**config.mk**
```make
export PLATFORM = sky130hd
export DESIGN_NAME = cell_link_seq_ctrl
export DESIGN_NICKNAME = d
export VERILOG_FILES = /design/src/rtl/cls_pkg.sv /design/src/rtl/cls_tx_window.sv /design/src/rtl/cls_retx_timer.sv /design/src/rtl/cls_rx_order.sv /design/src/rtl/cls_err_bank.sv /design/src/rtl/cell_link_seq_ctrl.sv
export SDC_FILE = /design/constraint.sdc
export NUM_CORES = 1
export LEC_CHECK = 0
export BUFFER_PORTS_ARGS = -buffer_cell sky130_fd_sc_hd__buf_2
export CAP_MARGIN = 25
export CORE_ASPECT_RATIO = 0.5
export CORE_MARGIN = 3
export CORE_UTILIZATION = 45
export DETAILED_ROUTE_END_ITERATION = 8
export GPL_TIMING_DRIVEN = 0
export PLACE_DENSITY_LB_ADDON = 0.2
export SLEW_MARGIN = 20
export SYNTH_ARGS = -nofsm -noshare
export SYNTH_HDL_FRONTEND = slang
export SYNTH_SLANG_ARGS = --single-unit
```
**constraint.sdc**
```tcl
create_clock -name clk -period 14.13 [get_ports clk]
set_input_delay 4.239 -clock clk [delete_from_list [all_inputs] [get_ports clk]]
set_output_delay 4.239 -clock clk [all_outputs]
set_load 0.005 [all_outputs]
```
**src/rtl/cls_pkg.sv**
```systemverilog
package cls_pkg;
  parameter int unsigned SEQ_BITS = 16;
  parameter int unsigned CNT_BITS = 16;
  localparam int unsigned NUM_CNT = 6;
  localparam int unsigned PACK_W  = NUM_CNT * CNT_BITS;

  // counter slots; peers decode this order from the header
  localparam int unsigned CI_OOS    = 0;
  localparam int unsigned CI_MULTI  = 1;
  localparam int unsigned CI_TMO    = 2;
  localparam int unsigned CI_LINE   = 3;
  localparam int unsigned CI_FIX    = 4;
  localparam int unsigned CI_UNCORR = 5;

  typedef logic [SEQ_BITS-1:0] seq_t;
  typedef logic [CNT_BITS-1:0] cnt_t;

  // modular distance from earlier to later
  function automatic seq_t seq_gap(seq_t later, seq_t earlier);
    return later - earlier;
  endfunction

  // an acknowledgement is usable when it moves forward and stays inside the sent range
  function automatic logic ack_covers(seq_t gap, seq_t inflight);
    return (gap != '0) && (gap <= inflight);
  endfunction

  function automatic cnt_t cnt_bump(cnt_t c, logic ev);
    if (ev && (c != '1)) return c + 1'b1;
    return c;
  endfunction
endpackage

```
**src/rtl/cls_tx_window.sv**
```systemverilog
module cls_tx_window
  import cls_pkg::*;
#(
  parameter int unsigned WINDOW = 16
) (
  input  logic clk,
  input  logic rst_n,
  input  logic tick,
  input  logic avail,
  input  logic fire,
  input  logic good_hdr,
  input  seq_t ack_val,
  output seq_t base_q,
  output seq_t ptr_q,
  output seq_t inflight,
  output logic ack_adv,
  output logic ack_multi,
  output logic send_q,
  output logic retx_q,
  output seq_t seq_q
);
  seq_t next_q;
  seq_t ack_gap, ptr_step, ptr_d;
  logic pend_retx, room, do_retx, do_new;

  always_comb begin
    inflight  = seq_gap(next_q, base_q);
    ack_gap   = seq_gap(ack_val, base_q);
    ack_adv   = good_hdr && ack_covers(ack_gap, inflight);
    ack_multi = ack_adv && (ack_gap > seq_t'(1));
    room      = inflight < seq_t'(WINDOW);
    pend_retx = ptr_q != next_q;
    do_retx   = tick && !fire && pend_retx;
    do_new    = tick && !fire && !pend_retx && avail && room;
    ptr_step  = (do_retx || do_new) ? ptr_q + 1'b1 : ptr_q;
    if (fire)
      ptr_d = base_q;
    else if (ack_adv && (seq_gap(ptr_step, base_q) < ack_gap))
      ptr_d = ack_val;
    else
      ptr_d = ptr_step;
  end

  always_ff @(posedge clk) begin
    if (!rst_n) begin
      base_q <= '0;
      next_q <= '0;
      ptr_q  <= '0;
      send_q <= 1'b0;
      retx_q <= 1'b0;
      seq_q  <= '0;
    end else begin
      ptr_q  <= ptr_d;
      if (do_new) next_q <= next_q + 1'b1;
      if (ack_adv) base_q <= ack_val;
      send_q <= do_retx || do_new;
      retx_q <= do_retx;
      if (do_retx || do_new) seq_q <= ptr_q;
    end
  end
endmodule

```
**src/rtl/cls_retx_timer.sv**
```systemverilog
module cls_retx_timer #(
  parameter int unsigned TIMEOUT_CELLS = 20,
  localparam int unsigned TW = $clog2(TIMEOUT_CELLS + 1)
) (
  input  logic clk,
  input  logic rst_n,
  input  logic tick,
  input  logic busy,
  input  logic ack_adv,
  output logic fire
);
  logic [TW-1:0] cnt_q;

  assign fire = tick && busy && !ack_adv && (cnt_q == TW'(TIMEOUT_CELLS - 1));

  always_ff @(posedge clk) begin
    if (!rst_n)
      cnt_q <= '0;
    else if (ack_adv || fire)
      cnt_q <= '0;
    else if (tick && busy)
      cnt_q <= cnt_q + 1'b1;
  end
endmodule

```
**src/rtl/cls_rx_order.sv**
```systemverilog
module cls_rx_order
  import cls_pkg::*;
(
  input  logic clk,
  input  logic rst_n,
  input  logic rx_valid,
  input  logic rx_uncorr,
  input  seq_t rx_seq,
  output logic good_hdr,
  output logic oos_evt,
  output seq_t exp_q,
  output logic accept_q
);
  logic in_order;

  always_comb begin
    good_hdr = rx_valid && !rx_uncorr;
    in_order = good_hdr && (rx_seq == exp_q);
    oos_evt  = good_hdr && (rx_seq != exp_q);
  end

  always_ff @(posedge clk) begin
    if (!rst_n) begin
      exp_q    <= '0;
      accept_q <= 1'b0;
    end else begin
      accept_q <= in_order;
      if (in_order) exp_q <= exp_q + 1'b1;
    end
  end
endmodule

```
**src/rtl/cls_err_bank.sv**
```systemverilog
module cls_err_bank
  import cls_pkg::*;
(
  input  logic              clk,
  input  logic              rst_n,
  input  logic [NUM_CNT-1:0] events,
  input  logic              good_hdr,
  input  logic [PACK_W-1:0] peer_in,
  output logic [PACK_W-1:0] loc_out,
  output logic [PACK_W-1:0] peer_out
);
  for (genvar k = 0; k < NUM_CNT; k++) begin : g_slot
    cnt_t loc_q, peer_q;
    always_ff @(posedge clk) begin
      if (!rst_n) begin
        loc_q  <= '0;
        peer_q <= '0;
      end else begin
        loc_q <= cnt_bump(loc_q, events[k]);
        if (good_hdr) peer_q <= peer_in[k*CNT_BITS +: CNT_BITS];
      end
    end
    assign loc_out[k*CNT_BITS +: CNT_BITS]  = loc_q;
    assign peer_out[k*CNT_BITS +: CNT_BITS] = peer_q;
  end
endmodule

```
**src/rtl/cell_link_seq_ctrl.sv**
```systemverilog
module cell_link_seq_ctrl
  import cls_pkg::*;
#(
  parameter int unsigned WINDOW        = 16,
  parameter int unsigned TIMEOUT_CELLS = 20
) (
  input  logic              clk,
  input  logic              rst_n,
  input  logic              cell_tick,
  input  logic              new_cell_avail,
  input  logic              rx_valid,
  input  logic [SEQ_BITS-1:0] rx_seq,
  input  logic [SEQ_BITS-1:0] rx_ack,
  input  logic              rx_uncorr,
  input  logic              rx_line_err,
  input  logic              rx_fix_err,
  input  logic [PACK_W-1:0] rx_peer_cnt,
  output logic              tx_send,
  output logic              tx_retx,
  output logic [SEQ_BITS-1:0] tx_seq,
  output logic [SEQ_BITS-1:0] tx_ack,
  output logic [SEQ_BITS-1:0] tx_ptr,
  output logic              rx_accept,
  output logic [PACK_W-1:0] loc_cnt,
  output logic [PACK_W-1:0] peer_cnt
);
  // internal events, named for the checker
  logic good_hdr, oos_evt, ack_adv, ack_multi, tmo_fire;
  seq_t base_w, inflight_w;
  logic [NUM_CNT-1:0] cnt_ev;

  cls_rx_order u_rx (
    .clk, .rst_n, .rx_valid, .rx_uncorr, .rx_seq,
    .good_hdr, .oos_evt, .exp_q(tx_ack), .accept_q(rx_accept)
  );

  cls_tx_window #(.WINDOW(WINDOW)) u_win (
    .clk, .rst_n, .tick(cell_tick), .avail(new_cell_avail), .fire(tmo_fire),
    .good_hdr, .ack_val(rx_ack), .base_q(base_w), .ptr_q(tx_ptr),
    .inflight(inflight_w), .ack_adv, .ack_multi,
    .send_q(tx_send), .retx_q(tx_retx), .seq_q(tx_seq)
  );

  cls_retx_timer #(.TIMEOUT_CELLS(TIMEOUT_CELLS)) u_tmr (
    .clk, .rst_n, .tick(cell_tick), .busy(inflight_w != '0),
    .ack_adv, .fire(tmo_fire)
  );

  always_comb begin
    cnt_ev            = '0;
    cnt_ev[CI_OOS]    = oos_evt;
    cnt_ev[CI_MULTI]  = ack_multi;
    cnt_ev[CI_TMO]    = tmo_fire;
    cnt_ev[CI_LINE]   = rx_line_err;
    cnt_ev[CI_FIX]    = rx_fix_err;
    cnt_ev[CI_UNCORR] = rx_valid && rx_uncorr;
  end

  cls_err_bank u_cnt (
    .clk, .rst_n, .events(cnt_ev), .good_hdr, .peer_in(rx_peer_cnt),
    .loc_out(loc_cnt), .peer_out(peer_cnt)
  );
endmodule

```
==> flow_metrics.env, run 1 <==
export IMPL_status="finished, final reports clean"
export IMPL_r2r_slack_ns=4.33
export IMPL_final_max_slew_violation_count=0
export IMPL_max_cap_violations=0
export IMPL_cts_hold_buf=0
export IMPL_holdPathStages=2
export IMPL_dieArea_um2=36730
export IMPL_crit_arrival_ns=13.70
export IMPL_core_area_um2=33460
export IMPL_fin_nets=2573
export IMPL_cp_common_cell="a21oi_1"
export IMPL_min_period_ns=13.24
export IMPL_pwr_share_comb=0.499
export IMPL_rr_worst_depth=40
export IMPL_cts_htree_levels=1
export IMPL_syn_area_um2=15450
export IMPL_grt_pass1_wl_mm=79.76
export IMPL_vias=15630
export IMPL_path_class="in -> reg"
export IMPL_setup_viol=0
export IMPL_intPower_mw=1.981
export IMPL_hold_ws_ns=0.4495
export IMPL_relSlewSlack=0.3932
export IMPL_total_power_mw=3.343
export IMPL_critPathMaxStageDelay_ns=0.51
export IMPL_synth_top_area_frac=0.3628
export IMPL_io_buffers=378
export IMPL_crit_required_ns=14.59
export IMPL_yosysSeqAreaShare=0.3628
export IMPL_skew_ns=0.01537
export IMPL_clock_sinks=280
export IMPL_avgSynthCellArea_um2=7.952
export IMPL_synthArstFlopShare=0
export IMPL_fp_dieH_um=137.0
export IMPL_p_leak_nw=8.436
export IMPL_cts_path_max_buffers=3
export IMPL_post_cts_resized=0
export IMPL_clk_pin_slew_worst_paths_ns=0.07
export IMPL_post_route_drc_count=0
export IMPL_cts_buffers=26
export IMPL_vias_per_cell=5.564
export IMPL_synth_cell_types=87
export IMPL_synth_cells=1943
export IMPL_final_cell_mix="392 x buf_2, 373 x nand2_1, 280 x dfxtp_1"
export IMPL_period_share=0.9367
export IMPL_tns_ns=0
export IMPL_cts_setup_buffers=0
export IMPL_synth_seq_cells=280
export IMPL_grt_pass1_vias=14100
export IMPL_antenna_found_initial=0
export IMPL_drtAntennaViolNets=0
export IMPL_die_w_um=268.0
export IMPL_gp_congestion=0.9708
export IMPL_dp_hpwl_mm=40.98
export IMPL_ios=379
export IMPL_grt_max_degree=16
export IMPL_drt_iter0_drc=1147
export IMPL_min_path_type="reg -> reg"
export IMPL_dp_slack_ns=0.7025
export IMPL_num_rows=47
export IMPL_drive_above_1_share=0.1985
export IMPL_synth_edf_count=0
export IMPL_p_sw_mw=1.362
export IMPL_timing_final_ws_setup_ns=0.8947
export IMPL_cp_max_fo=10
export IMPL_grt_usage=0.2757
export IMPL_fmaxAchievable_ghz=0.07556
export IMPL_synth_top_area_cell="dfxtp_1"
export IMPL_cts_tree="done"
export IMPL_cpMaxStageDelayCell="a21oi_1"
export IMPL_drt_wirelength_per_cell_um=18.80
export IMPL_start_kind="primary input"
export IMPL_ys_warn_count=0
export IMPL_power_share_sequential=0.263
export IMPL_critPathCaptureType="flop"
export IMPL_layout_commonest_cell="buf_2"
export IMPL_synthToLayoutAreaGrowth_pct=22.02
export IMPL_finalHoldViolCount=0
export IMPL_cts_root_buf="clkbuf_16"
export IMPL_synthFlopType="dfxtp_1"
export IMPL_clock_latency_ns=0.57
export IMPL_tightest_slew_ns=0.9103
export IMPL_powerDensity_nw_per_um2=177.3
export IMPL_firstDrtPassIters=7
export IMPL_antenna_cells=0
export IMPL_peakVddDrop_mv=0.09205
export IMPL_syn_num_nets=2167
export IMPL_swShare=0.4075
export IMPL_wirelength_mm=52.80
export IMPL_ys_top_cells_by_area="dfxtp_1 36%, nand2_1 9.1%, ha_1 6.9%"
export IMPL_initial_core_util=0.4617
export IMPL_p_clk_frac=0.237
export IMPL_grt_overflow_total=0
export IMPL_fill_cells=3166
export IMPL_rsz0062_at_grt="no"
-- state kept, by name, indices dropped and copies added (netlist names) --
signal / cells
u_win.base_q: 16
u_win.send_q: 1
u_cnt.g_slot.loc_q: 96
u_cnt.g_slot.peer_q: 96
u_rx.accept_q: 1
u_tmr.cnt_q: 5
u_win.retx_q: 1
u_win.seq_q: 16
u_rx.exp_q: 16
u_win.next_q: 16
u_win.ptr_q: 16
-- worst max-delay path, delay by kind of cell --
kind,cells,cell delay [ns]
xor gates and xnor gates,3,0.82
and+or+nand+nor,9,1.87
AOI/OAI and AO/OA,19,4.35
buffers and inverters,5,0.87
adders and majority gates,5,1.55
-- path summary, 6_finish.rpt --
path                                            from                                      end
min          u_cnt.g_slot[4].peer_q[15]$_SDFFE_PN0P_  u_cnt.g_slot[4].peer_q[15]$_SDFFE_PN0P_
min reg2reg  u_cnt.g_slot[4].peer_q[15]$_SDFFE_PN0P_  u_cnt.g_slot[4].peer_q[15]$_SDFFE_PN0P_
max                                        rx_ack[0]               u_win.ptr_q[13]$_SDFF_PN0_
max reg2reg             u_win.next_q[0]$_SDFFE_PN0P_               u_win.ptr_q[13]$_SDFF_PN0_
-- cell families (layout without fill, tap and decap cells) --
family,Yosys count,count (layout),synth area share
simple gates,839,839,0.2543
buf+inv,157,582,0.04122
fa+ha+maj,88,88,0.07272
compound gates,404,404,0.1673
flops,280,280,0.3628
xor+xnor,156,156,0.08933
mux,19,19,0.01231
-- layer usage --
metal / routed length [um] / GRT usage / vias to the layer above
met5: 0 / 0 / -
met4: 1692 / 0.08918 / 0
li1: - / - / 7585
met1: 22480 / 0.3666 / 7331
met3: 4048 / 0.05263 / 119
met2: 24580 / 0.4530 / 595
-- layout make-up --
type	instances	area (um2)	area share
buffer	90	385.4	0.02044
sequential	280	5605	0.2973
inverter	67	251.5	0.01334
clock inverter	10	206.4	0.01095
clock buffer	37	752.0	0.03989
timing repair buffer	378	1892	0.1004
tap	441	551.8	0.02927
multi-input combinational	1506	9208	0.4884
-- cell usage after synthesis (all sizes together) (11+ instances only) --
master	number
nand4	31
xor2	90
nand3	61
dfxtp	280
buf	21
inv	66
nand2b	21
a211oi	15
or3	32
a21o	26
clkbuf	69
and4	11
nand2	375
nor3	41
nor2	156
and3	36
a21oi	198
o21ai	54
o21a	11
xnor2	65
o211ai	12
nor4	20
mux2i	19
and2	15
o2111ai	11
ha	85
-- per-stage QoR --
stage,util,instance area (um2),std cells
after detailed placement,0.5348,17890,2762
after CTS,0.5634,18850,2809
after floorplan,-,15450,1943
after global placement,0.5348,17890,2762
after global routing,0.5634,18850,2809
final,0.5634,18850,2809
-- power groups by stage --
stage / registers (mW) / logic (mW) / clock network [mW]
detailed placement: 0.897 / 1.62 / 0
global placement: 0.896 / 1.60 / 0
global route: 0.886 / 1.84 / 0.836
floorplan: 0.891 / 1.20 / 0
finish: 0.881 / 1.67 / 0.794
CTS: 0.879 / 1.64 / 0.805
No activity file was read; power rests on OpenSTA's default activity.
==> run 2, diff against run 1 <==
--- a/config.mk
+++ b/config.mk
@@ -8,5 +8,4 @@
 export BUFFER_PORTS_ARGS = -buffer_cell sky130_fd_sc_hd__buf_2
 export CAP_MARGIN = 25
-export CORE_ASPECT_RATIO = 0.5
 export CORE_MARGIN = 3
 export CORE_UTILIZATION = 45
@@ -14,4 +13,5 @@
 export GPL_TIMING_DRIVEN = 0
 export PLACE_DENSITY_LB_ADDON = 0.2
+export REMOVE_ABC_BUFFERS = 1
 export SLEW_MARGIN = 20
 export SYNTH_ARGS = -nofsm -noshare
==> constraint.sdc (replaced) <==
create_clock -name clk -period 14.13 [get_ports clk]
set_input_delay 4.239 -clock clk [delete_from_list [all_inputs] [get_ports clk]]
set_output_delay 4.239 -clock clk [all_outputs]
set_load 0.05 [all_outputs]
==> run 2 against run 1 <==
  * Utilization shrank 0.72 points
  * Global-route usage fell by 2.3 points
  * Combinational power is 4% higher
  * Maximum frequency is 0.87% lower
  * Clock power increased by 3.0%
  * Clock skew up 0.015 ns
  * Via count is 3.0% lower
  * Critical path type unchanged
==> flow_metrics.env, run 2 (synthesis results as in run 1) <==
export IMPL_drtAntennaViolNets=0
export IMPL_status="finished, final reports clean"
export IMPL_relSlewSlack=0.3486
export IMPL_worstHoldStart="u_win.seq_q[15]$_SDFFE_PN0N_"
export IMPL_top_regs="u_cnt.g_slot.loc_q x96, u_cnt.g_slot.peer_q x96"
export IMPL_initial_core_util=0.4585
export IMPL_crit_required_ns=14.62
export IMPL_path_class="in -> reg"
export IMPL_setup_viol=0
export IMPL_fmaxAchievable_ghz=0.07490
export IMPL_pwr_share_comb=0.505
export IMPL_dp_slack_ns=0.4545
export IMPL_multi_input_area_um2=9245
export IMPL_hold_path_end="u_win.seq_q[15]$_SDFFE_PN0N_"
export IMPL_r2r_end="u_win.ptr_q[9]$_SDFF_PN0_"
export IMPL_intPower_mw=1.995
export IMPL_max_cap_violations=0
export IMPL_fill_cells=3154
export IMPL_cts_tree="done"
export IMPL_cts_htree_levels=1
export IMPL_grt_max_degree=95
export IMPL_total_power_mw=3.445
export IMPL_drive_above_1_share=0.2031
export IMPL_fin_cells=2745
export IMPL_final_max_slew_violation_count=0
export IMPL_min_period_ns=13.35
export IMPL_p_clk_frac=0.237
export IMPL_grt_usage=0.2525
export IMPL_post_route_drc_count=0
export IMPL_r2r_slack_ns=3.88
export IMPL_vias_per_cell=5.521
export IMPL_ios=379
export IMPL_drt_wirelength_per_cell_um=17.85
export IMPL_cts_hold_buf=0
export IMPL_clock_sinks=280
export IMPL_p_sw_mw=1.450
export IMPL_powerDensity_nw_per_um2=183.8
export IMPL_dp_cells=2686
export IMPL_clk_pin_slew_worst_paths_ns=0.06
export IMPL_period_share=0.9449
export IMPL_p_leak_nw=8.393
export IMPL_holdPathStages=2
export IMPL_peakVddDrop_mv=0.09392
export IMPL_tightest_slew_ns=0.9770
export IMPL_fin_nets=2495
export IMPL_start_kind="primary input"
export IMPL_synthToLayoutAreaGrowth_pct=21.33
export IMPL_crit_arrival_ns=13.84
export IMPL_num_rows=67
export IMPL_wirelength_mm=49.00
export IMPL_grt_pass1_wl_mm=75.06
export IMPL_cp_max_fo=23
export IMPL_post_cts_resized=0
export IMPL_core_area_um2=33700
export IMPL_critPathCaptureType="flop"
export IMPL_rr_worst_depth=38
export IMPL_antenna_found_initial=3
export IMPL_finalHoldViolCount=0
export IMPL_power_share_sequential=0.257
export IMPL_dpl_cell_area_um2=17720
export IMPL_grt_overflow_total=0
export IMPL_cts_buffers=31
export IMPL_dieArea_um2=36590
export IMPL_rsz0062_at_grt="no"
export IMPL_tns_ns=0
export IMPL_layout_commonest_cell="buf_2"
export IMPL_dp_hpwl_mm=36.74
export IMPL_r2r_start="u_win.base_q[1]$_SDFFE_PN0P_"
export IMPL_timing_final_ws_setup_ns=0.7790
export IMPL_die_w_um=191.3
export IMPL_drt_iter0_drc=1127
export IMPL_critPathMaxStageDelay_ns=0.72
export IMPL_firstDrtPassIters=6
export IMPL_regArea_um2=5605
export IMPL_final_cell_mix="378 x buf_2, 373 x nand2_1, 280 x dfxtp_1"
export IMPL_min_path_type="reg -> reg"
export IMPL_cts_path_max_buffers=3
export IMPL_fp_dieH_um=191.3
export IMPL_gp_congestion=0.9268
export IMPL_stdcell_area_um2=18750
export IMPL_swShare=0.4208
export IMPL_io_buffers=378
export IMPL_cts_setup_buffers=0
export IMPL_skew_ns=0.02988
export IMPL_cpMaxStageDelayCell="nor2_2"
export IMPL_cp_common_cell="a21oi_1"
export IMPL_vias=15160
export IMPL_cts_root_buf="clkbuf_16"
export IMPL_grt_pass1_vias=13780
export IMPL_clock_latency_ns=0.58
[run 2: how the worst max path moves through the flow]
stage | from | endpoint | slack (ns) | cells past startpoint
global placement | rx_uncorr | u_win.ptr_q[9]$_SDFF_PN0_ | -0.80 | 27
floorplan | rx_ack[5] | u_win.ptr_q[4]$_SDFF_PN0_ | 1.96 | 37
finish | rx_ack[0] | u_win.ptr_q[9]$_SDFF_PN0_ | 0.78 | 40
global route | rx_ack[0] | u_win.ptr_q[13]$_SDFF_PN0_ | 0.29 | 40
CTS | rx_ack[0] | u_win.ptr_q[9]$_SDFF_PN0_ | 1.01 | 40
detailed placement | rx_ack[0] | u_win.ptr_q[9]$_SDFF_PN0_ | 0.45 | 40
[run 2: area by class of cell]
class                           count  area share
Timing Repair Buffer              385      0.1093
Clock inverter                      9    0.006608
Tap cell                          448     0.02990
Clock buffer                       48     0.04799
Multi-Input combinational cell   1506      0.4932
Sequential cell                   280      0.2990
Inverter                           67     0.01368
Antenna cell                        2   0.0002670
[run 2: power groups by stage]
stage	logic [mW]	clock network (mW)	registers, mW
after floorplan	1.18	0	0.999
after global placement	1.66	0	0.902
after detailed placement	1.70	0	0.904
after CTS	1.71	0.832	0.886
after global routing	1.91	0.866	0.892
final	1.74	0.818	0.887
[run 2: through the flow]
step                      utilization  hold WS (ns)
after floorplan                     -        0.4363
after global placement         0.5198        0.4381
after detailed placement       0.5257        0.4435
after CTS                      0.5561        0.4518
after global routing           0.5562        0.4671
final                          0.5562        0.4503
[run 2: layer usage]
metal | up-vias | GRT usage | routed length (um)
li1 | 7430 | - | -
met1 | 7123 | 0.3481 | 21550
met2 | 517 | 0.4013 | 22290
met3 | 84 | 0.05703 | 4067
met4 | 2 | 0.06209 | 1075
met5 | - | 0 | 12
[run 2: worst max-delay path, delay by kind of cell]
family | cells | cell delay [ns]
AOI/OAI and AO/OA | 20 | 5.10
xor gates and xnor gates | 2 | 0.54
muxes | 1 | 0.42
and+or+nand+nor | 8 | 1.67
buffers and inverters | 4 | 0.36
adders and majority gates | 5 | 1.51
==> run 3, diff against run 2 <==
- CORE_UTILIZATION: 45 -> 54
- SKIP_LAST_GASP: not set -> 1
==> run 3 against run 2 <==
  * Register-to-register slack improved by 0.14 ns
  * Clock-buffer cell count is 5 lower
  * Sequential share of layout area rose by 0.24 points
  * Clock power fell by 6.2%
  * Final area shrank 0.80%
==> flow_metrics.env, run 3 (synthesis results as in run 1) <==
export IMPL_status="finished, final reports clean"
export IMPL_rsz0062_at_grt="no"
export IMPL_final_core_utilization=0.6639
export IMPL_wirelength_mm=48.03
export IMPL_gp_congestion=0.9501
export IMPL_period_share=0.9393
export IMPL_final_cell_mix="378 x buf_2, 373 x nand2_1, 280 x dfxtp_1"
export IMPL_clk_pin_slew_worst_paths_ns=0.06
export IMPL_clock_sinks=280
export IMPL_crit_family="compound AO/OA/AOI/OAI gates"
export IMPL_peakVddDrop_mv=0.1093
export IMPL_drtAntennaViolNets=0
export IMPL_cp_max_fo=23
export IMPL_met1_usage=0.4002
export IMPL_synthToLayoutAreaGrowth_pct=20.36
export IMPL_skew_ns=0.007580
export IMPL_cp_buffers_inverters=3
export IMPL_grt_max_degree=94
export IMPL_firstDrtPassIters=7
export IMPL_critPathCaptureType="flop"
export IMPL_fmaxAchievable_ghz=0.07534
export IMPL_io_buffers=378
export IMPL_dpl_cell_area_um2=17630
export IMPL_fin_cells=2669
export IMPL_worstHoldStart="u_win.seq_q[14]$_SDFFE_PN0N_"
export IMPL_finalHoldViolCount=0
export IMPL_cts_setup_buffers=0
export IMPL_clock_latency_ns=0.57
export IMPL_min_period_ns=13.27
export IMPL_regArea_um2=5605
export IMPL_total_power_mw=3.400
export IMPL_min_path_type="reg -> reg"
export IMPL_cts_htree_levels=1
export IMPL_r2r_start="u_win.base_q[1]$_SDFFE_PN0P_"
export IMPL_stdcell_area_um2=18600
export IMPL_fp_dieH_um=175.1
export IMPL_relSlewSlack=0.3617
export IMPL_critPathMaxStageDelay_ns=0.69
export IMPL_post_route_drc_count=0
export IMPL_vias_per_cell=5.689
export IMPL_num_rows=61
export IMPL_initial_core_util=0.5516
export IMPL_cts_path_max_buffers=3
export IMPL_max_cap_violations=0
export IMPL_dp_hpwl_mm=35.59
export IMPL_busiest_layer="met2"
export IMPL_powerDensity_nw_per_um2=182.8
export IMPL_fin_nets=2494
export IMPL_grt_pass1_vias=13890
export IMPL_post_cts_resized=0
export IMPL_drive_above_1_share=0.2017
export IMPL_start_kind="primary input"
export IMPL_p_leak_nw=8.357
export IMPL_cts_tree="done"
export IMPL_vias=15180
export IMPL_cpMaxStageDelayCell="nor2_2"
export IMPL_grt_util_met2=0.4633
export IMPL_crit_arrival_ns=13.75
export IMPL_final_max_slew_violation_count=0
export IMPL_setup_viol=0
export IMPL_path_class="in -> reg"
export IMPL_cts_buffers=30
export IMPL_die_w_um=175.1
export IMPL_cts_root_buf="clkbuf_16"
export IMPL_met3_usage=0.07627
export IMPL_layout_commonest_cell="buf_2"
export IMPL_tightest_slew_ns=0.9575
export IMPL_cts_hold_buf=0
export IMPL_grt_usage=0.2957
export IMPL_ios=379
export IMPL_drt_wirelength_per_cell_um=18.00
export IMPL_hold_ws_ns=0.4500
export IMPL_antenna_found_initial=3
export IMPL_core_area_um2=28010
export IMPL_drt_iter0_drc=1189
export IMPL_crit_start="rx_ack[0]"
export IMPL_fill_cells=2404
export IMPL_top_regs="u_cnt.g_slot.loc_q x96, u_cnt.g_slot.peer_q x96"
export IMPL_crit_required_ns=14.61
export IMPL_grt_pass1_wl_mm=74.30
export IMPL_multi_input_area_um2=9245
export IMPL_grt_overflow_total=0
export IMPL_dp_cells=2615
export IMPL_dieArea_um2=30680
## run 3: final cells by class
cell class,count,share of cell area
Clock inverter,9,0.006594
Antenna cell,1,0.0001346
Timing Repair Buffer,385,0.1108
Clock buffer,43,0.04461
Tap cell,378,0.02543
Sequential cell,280,0.3014
Inverter,67,0.01379
Multi-Input combinational cell,1506,0.4972
## run 3: path summary, 6_finish.rpt
kind	to	slack, ns	cells after the start
min	u_win.seq_q[14]$_SDFFE_PN0N_	0.45	2
max reg2reg	u_win.ptr_q[9]$_SDFF_PN0_	4.02	38
min reg2reg	u_win.seq_q[14]$_SDFFE_PN0N_	0.45	2
max	u_win.ptr_q[9]$_SDFF_PN0_	0.86	39
## run 3: worst register-to-register path, delay by kind of cell, from the launching register on
family	cells	cell delay (ns)
multiplexers	1	0.43
AND/OR/NAND/NOR	6	1.21
flip-flops	1	0.55
XOR/XNOR	1	0.16
AO/OA/AOI/OAI	24	6.18
buffers and inverters	2	0.29
adder cells (fa/ha/maj)	4	1.19
## run 3: per-layer routing
metal | vias to the layer above | routed length [um]
li1 | 7437 | -
met1 | 7030 | 20860
met4 | 6 | 1652
met2 | 582 | 21250
met3 | 129 | 4226
met5 | - | 40
## run 3: report_power, final
part	internal (mW)	switching (mW)
logic	0.667	1.08
clock network	0.443	0.324
registers	0.839	0.0484
## run 3: stage by stage
stage               setup slack [ns]  TNS, ns
floorplan                      1.955        0
global placement             -0.6992   -7.694
finish                        0.8570        0
CTS                            1.031        0
global route                  0.3901        0
detailed placement            0.4767        0
